**config.mk**
```make
export PLATFORM = sky130hd
export DESIGN_NAME = prio_resolver
export DESIGN_NICKNAME = d
export VERILOG_FILES = /design/src/rtl/prio_pkg.sv /design/src/rtl/prio_rotate.sv /design/src/rtl/prio_first_set.sv /design/src/rtl/prio_resolver.sv
export SDC_FILE = /design/constraint.sdc
export NUM_CORES = 1
export LEC_CHECK = 0
export ABC_AREA = 1
export BUFFER_PORTS_ARGS = -buffer_cell sky130_fd_sc_hd__buf_4
export CAP_MARGIN = 15
export CORE_UTILIZATION = 40
export DETAILED_ROUTE_END_ITERATION = 7
export GPL_TIMING_DRIVEN = 0
export MAX_ROUTING_LAYER = met4
export SLEW_MARGIN = 10
export SYNTH_ARGS = -nofsm -noshare
export SYNTH_HDL_FRONTEND = slang
export SYNTH_SLANG_ARGS = --single-unit
```
**constraint.sdc**
```tcl
create_clock -name clk -period 0.8 [get_ports clk]
set_input_delay 0.04 -clock clk [delete_from_list [all_inputs] [get_ports clk]]
set_output_delay 0.04 -clock clk [all_outputs]
set_load 0.01 [all_outputs]
```
**src/rtl/prio_pkg.sv**
```systemverilog
package prio_pkg;
  localparam int unsigned DEF_LINES   = 8;
  localparam int unsigned DEF_CASCADE = 2;

  function automatic int unsigned wrap_sum(input int unsigned a,
                                           input int unsigned b,
                                           input int unsigned n);
    return (a + b) % n;
  endfunction
endpackage

```
**src/rtl/prio_rotate.sv**
```systemverilog
module prio_rotate #(
  parameter int unsigned N  = 8,
  parameter int unsigned IW = $clog2(N)
) (
  input  logic [N-1:0]  vec,
  input  logic [IW-1:0] base,
  output logic [N-1:0]  rot
);
  // rot[p] holds the bit of the line that sits at level p
  always_comb begin
    for (int unsigned p = 0; p < N; p++) begin
      rot[p] = vec[prio_pkg::wrap_sum(p, int'(base), N)];
    end
  end
endmodule

```
**src/rtl/prio_first_set.sv**
```systemverilog
module prio_first_set #(
  parameter int unsigned N  = 8,
  parameter int unsigned LW = $clog2(N + 1)
) (
  input  logic [N-1:0]  vec,
  output logic [LW-1:0] level
);
  // lowest set position; N acts as the "nothing found" sentinel
  always_comb begin
    level = LW'(N);
    for (int p = int'(N) - 1; p >= 0; p--) begin
      if (vec[p]) level = LW'(p);
    end
  end
endmodule

```
**src/rtl/prio_resolver.sv**
```systemverilog
module prio_resolver #(
  parameter int unsigned N           = prio_pkg::DEF_LINES,
  parameter int unsigned CASCADE_IDX = prio_pkg::DEF_CASCADE
) (
  input  logic                 clk,
  input  logic                 rst_n,
  input  logic [N-1:0]         req_vec,
  input  logic [N-1:0]         mask_vec,
  input  logic [N-1:0]         isr_vec,
  input  logic [$clog2(N)-1:0] rot_base,
  input  logic                 nested_en,
  input  logic                 is_master,
  output logic                 irq_valid,
  output logic [$clog2(N)-1:0] irq_line
);
  localparam int unsigned IW = $clog2(N);
  localparam int unsigned LW = $clog2(N + 1);
  localparam int unsigned NV = 2;  // 0: candidates, 1: in service

  logic [N-1:0]  src   [NV];
  logic [N-1:0]  rot   [NV];
  logic [LW-1:0] level [NV];

  logic [N-1:0] cascade_bit;
  always_comb begin
    cascade_bit = '0;
    cascade_bit[CASCADE_IDX] = nested_en & is_master;
  end

  assign src[0] = req_vec & ~mask_vec;
  assign src[1] = isr_vec & ~cascade_bit;

  generate
    for (genvar v = 0; v < NV; v++) begin : g_rank
      prio_rotate #(.N(N), .IW(IW)) u_rot (
        .vec  (src[v]),
        .base (rot_base),
        .rot  (rot[v])
      );
      prio_first_set #(.N(N), .LW(LW)) u_first (
        .vec   (rot[v]),
        .level (level[v])
      );
    end
  endgenerate

  logic          win_d;
  logic [IW-1:0] line_d;

  always_comb begin
    win_d  = level[0] < level[1];
    line_d = '0;
    if (win_d) begin
      line_d = IW'(prio_pkg::wrap_sum(int'(level[0]), int'(rot_base), N));
    end
  end

  always_ff @(posedge clk or negedge rst_n) begin
    if (!rst_n) begin
      irq_valid <= 1'b0;
      irq_line  <= '0;
    end else begin
      irq_valid <= win_d;
      irq_line  <= line_d;
    end
  end
endmodule

```
==> qor.yml <==
hpwl_um: 2703
p_leak_nw: 1.082
port_buffers: 33
ys_types: 30
cpMostUsedCell: "nand2_1"
grt_overflow: 0
fp.dieW_um: 57.45
synth.top_cell.area_share_pct: 21.97
grt_max_degree: 10
initial_utilization_pct: 43.48
synth_cells: 211
critical-path-slowest-cell: "fa_2"
cts_max_level: 1
synth-seq-cells: 4
hold_path.class: "in2async"
async_flop_share_pct: 100.0
fillCellCount: 224
grt_pass1_vias: 1611
cts_buffer_depth: 2
io_pins: 35
max_slew_margin_pct: 73.53
synthFlopType: "dfrtp_1"
rows: 19
drt_wl_total_um: 4098
required_ps: 910
grt_first_pass_wirelength_um: 6713
num_vias: 1657
crit_chain: "buf_12 -> buf_12 -> inv_8 -> buf_12 -> ha_4 -> inv_8 -> nand3_4 -> nand3_2 -> nand2_2 -> nand2_1 -> nand2_1 -> nand2_1 -> nand2_1 -> nand2_1 -> nand2_1 -> nand2_2 -> inv_2 -> ha_4 -> inv_2 -> fa_2 -> xor2_2 -> xor2_1 -> nor2_1"
die_y_um: 57.45
slew_violations: 0
preCtsSetupSlack_ps: -1885
failed_checks: "DRC, setup timing"
design_area_sq_um: 2054
crit_path_start_kind: "input pin"
num_antenna_cells: 0
placed_cell_area_sq_um: 1575
setup_viol: 4
end_kind: "flop"
tightestPinTransition_ps: 395.0
max_freq_ghz: 0.4430
syn_avg_cell_area_sq_um: 5.829
slowest_delay_ps: 390
drive_above_1_share_pct: 50.91
yosysSeqAreaShare_pct: 8.138
cts_buffers: 3
ys.warnings.count: 0
avgRoutedWirePerCell_um: 13.39
maxCapViolCount: 0
power_density_nw_per_um2: 1181
synth_area_sq_um: 1230
path_class: "in2reg"
grt_setup_unrepaired: "true"
crit_arrival_ps: 2370
outcome: "finished, violations left"
yosys.area.top_type: "nand2_1"
drtAntennaViolNets: 0
layout_common_cells: "nand2_1, buf_4, nand3_1"
tritoncts: "yes"
synthTopCellsByArea: "nand2_1, nand3_1, dfrtp_1"
hold_viol_final: 0
fin_ws_ps: -1457
dieArea_sq_um: 3301
clk_pin_slew_worst_paths_ps: 30
ir_drop_mv: 0.7155
placeableCoreArea_sq_um: 2829
nets: 315
syn_nets: 249
antenna_found_initial: 0
vias_per_cell: 5.415
cts_root_buf: "clkbuf_4"
fin_crit_sh_pct: 282.2
dr.pass1.iters: 6
clock_sinks: 4
place.gp.congestion: 0.8852
synth_edf_count: 0
grt.total_usage_pct: 26.62
drc: 3
cp_max_fo: 6
drt_iter0_markers: 80
syn2layout_area_growth_pct: 67.04
min_period_ps: 2257
==> synth_stat cells, types with 3 or more instances <==
cell	instances
nand2_1	72
nand3_1	46
inv_1	23
nor2_1	9
ha_1	6
nand2_2	5
o21ai_0	5
dfrtp_1	4
inv_2	4
nand3_2	4
o21ai_2	4
a31oi_1	3
buf_6	3
==> cells by family (layout without fill, tap and decap cells) <==
| family | Yosys count | count (layout) | synth area share, % |
|---|---|---|---|
| and+or+nand+nor | 143 | 143 | 53.00 |
| buffers and inverters | 34 | 98 | 14.34 |
| AOI/OAI and AO/OA | 17 | 17 | 8.748 |
| adders and majority gates | 7 | 7 | 7.731 |
| xor gates and xnor gates | 5 | 5 | 7.223 |
| DFF | 4 | 4 | 8.139 |
| muxes | 1 | 1 | 0.8139 |
==> cell type report <==
| type | instances | area, sq um | share of cell area [%] |
|---|---|---|---|
| clock buffer | 3 | 22.52 | 1.096 |
| inverter | 28 | 127.6 | 6.212 |
| tap | 31 | 38.79 | 1.888 |
| sequential | 4 | 100.1 | 4.872 |
| buffer | 5 | 81.33 | 3.959 |
| timing repair buffer | 62 | 500.5 | 24.36 |
| multi-input combinational | 173 | 1184 | 57.61 |
==> through the flow <==
| step | TNS [ps] | hold WS, ps | cells | util [%] | total power [W] |
|---|---|---|---|---|---|
| after floorplan | -5410 | -255.6 | 211 | - | 0.001260 |
| after global placement | -6864 | -166.2 | 275 | 55.68 | 0.001651 |
| after detailed placement | -7019 | -163.7 | 275 | 55.68 | 0.001686 |
| after CTS | -4992 | 153.6 | 303 | 70.10 | 0.002307 |
| after global routing | -6014 | 167.1 | 306 | 72.62 | 0.002635 |
| final | -5443 | 157.8 | 306 | 72.62 | 0.002426 |
==> final timing paths <==
path                              from           to  depth (start not counted)
worst min-delay path             rst_n  irq_line[0]                          2
worst max-delay path       rot_base[0]  irq_line[2]                         23
min in group clk           rot_base[0]  irq_line[0]                          5
max in group asynchronous        rst_n    irq_valid                          2
==> state kept, by name, indices dropped and copies added, names as in the netlist <==
name and count:
irq_line 3, irq_valid 1
==> metal layers <==
metal	up-vias	share of wire, %	wire length (um)	GRT usage (%)
li1	810	-	-	-
met3	21	5.2	212	2.268
met2	72	51	2105	48.84
met4	0	3.9	161	10.80
met1	754	39	1618	29.24
met5	-	0	0	-
==> worst max-delay path: cells and delay by family <==
kind | cells | cell delay [ps]
adders and majority gates | 3 | 830
and+or+nand+nor | 11 | 690
buffers and inverters | 7 | 480
xor gates and xnor gates | 2 | 310
==> where the power goes <==
group / internal, W / switching (W) / total (W) / leakage [nW]
clock network: 0.000167 / 0.0000693 / 0.000236 / 0.0138
registers: 0.000286 / 0.0000195 / 0.000305 / 0.0510
logic: 0.000889 / 0.000996 / 0.00188 / 1.02
total: 0.00134 / 0.00108 / 0.00243 / 1.08
==> repair_timing <==
action / 4_1_cts / 5_1_grt
pin swaps: 26 / 9
setup buffers: 25 / 3
hold endpoints to repair: 4 / 0
hold buffers: 1 / 0
gates resized for setup: 49 / 11
endpoints found under the setup margin: 4 / 4
(Power assumes the default switching activity.)
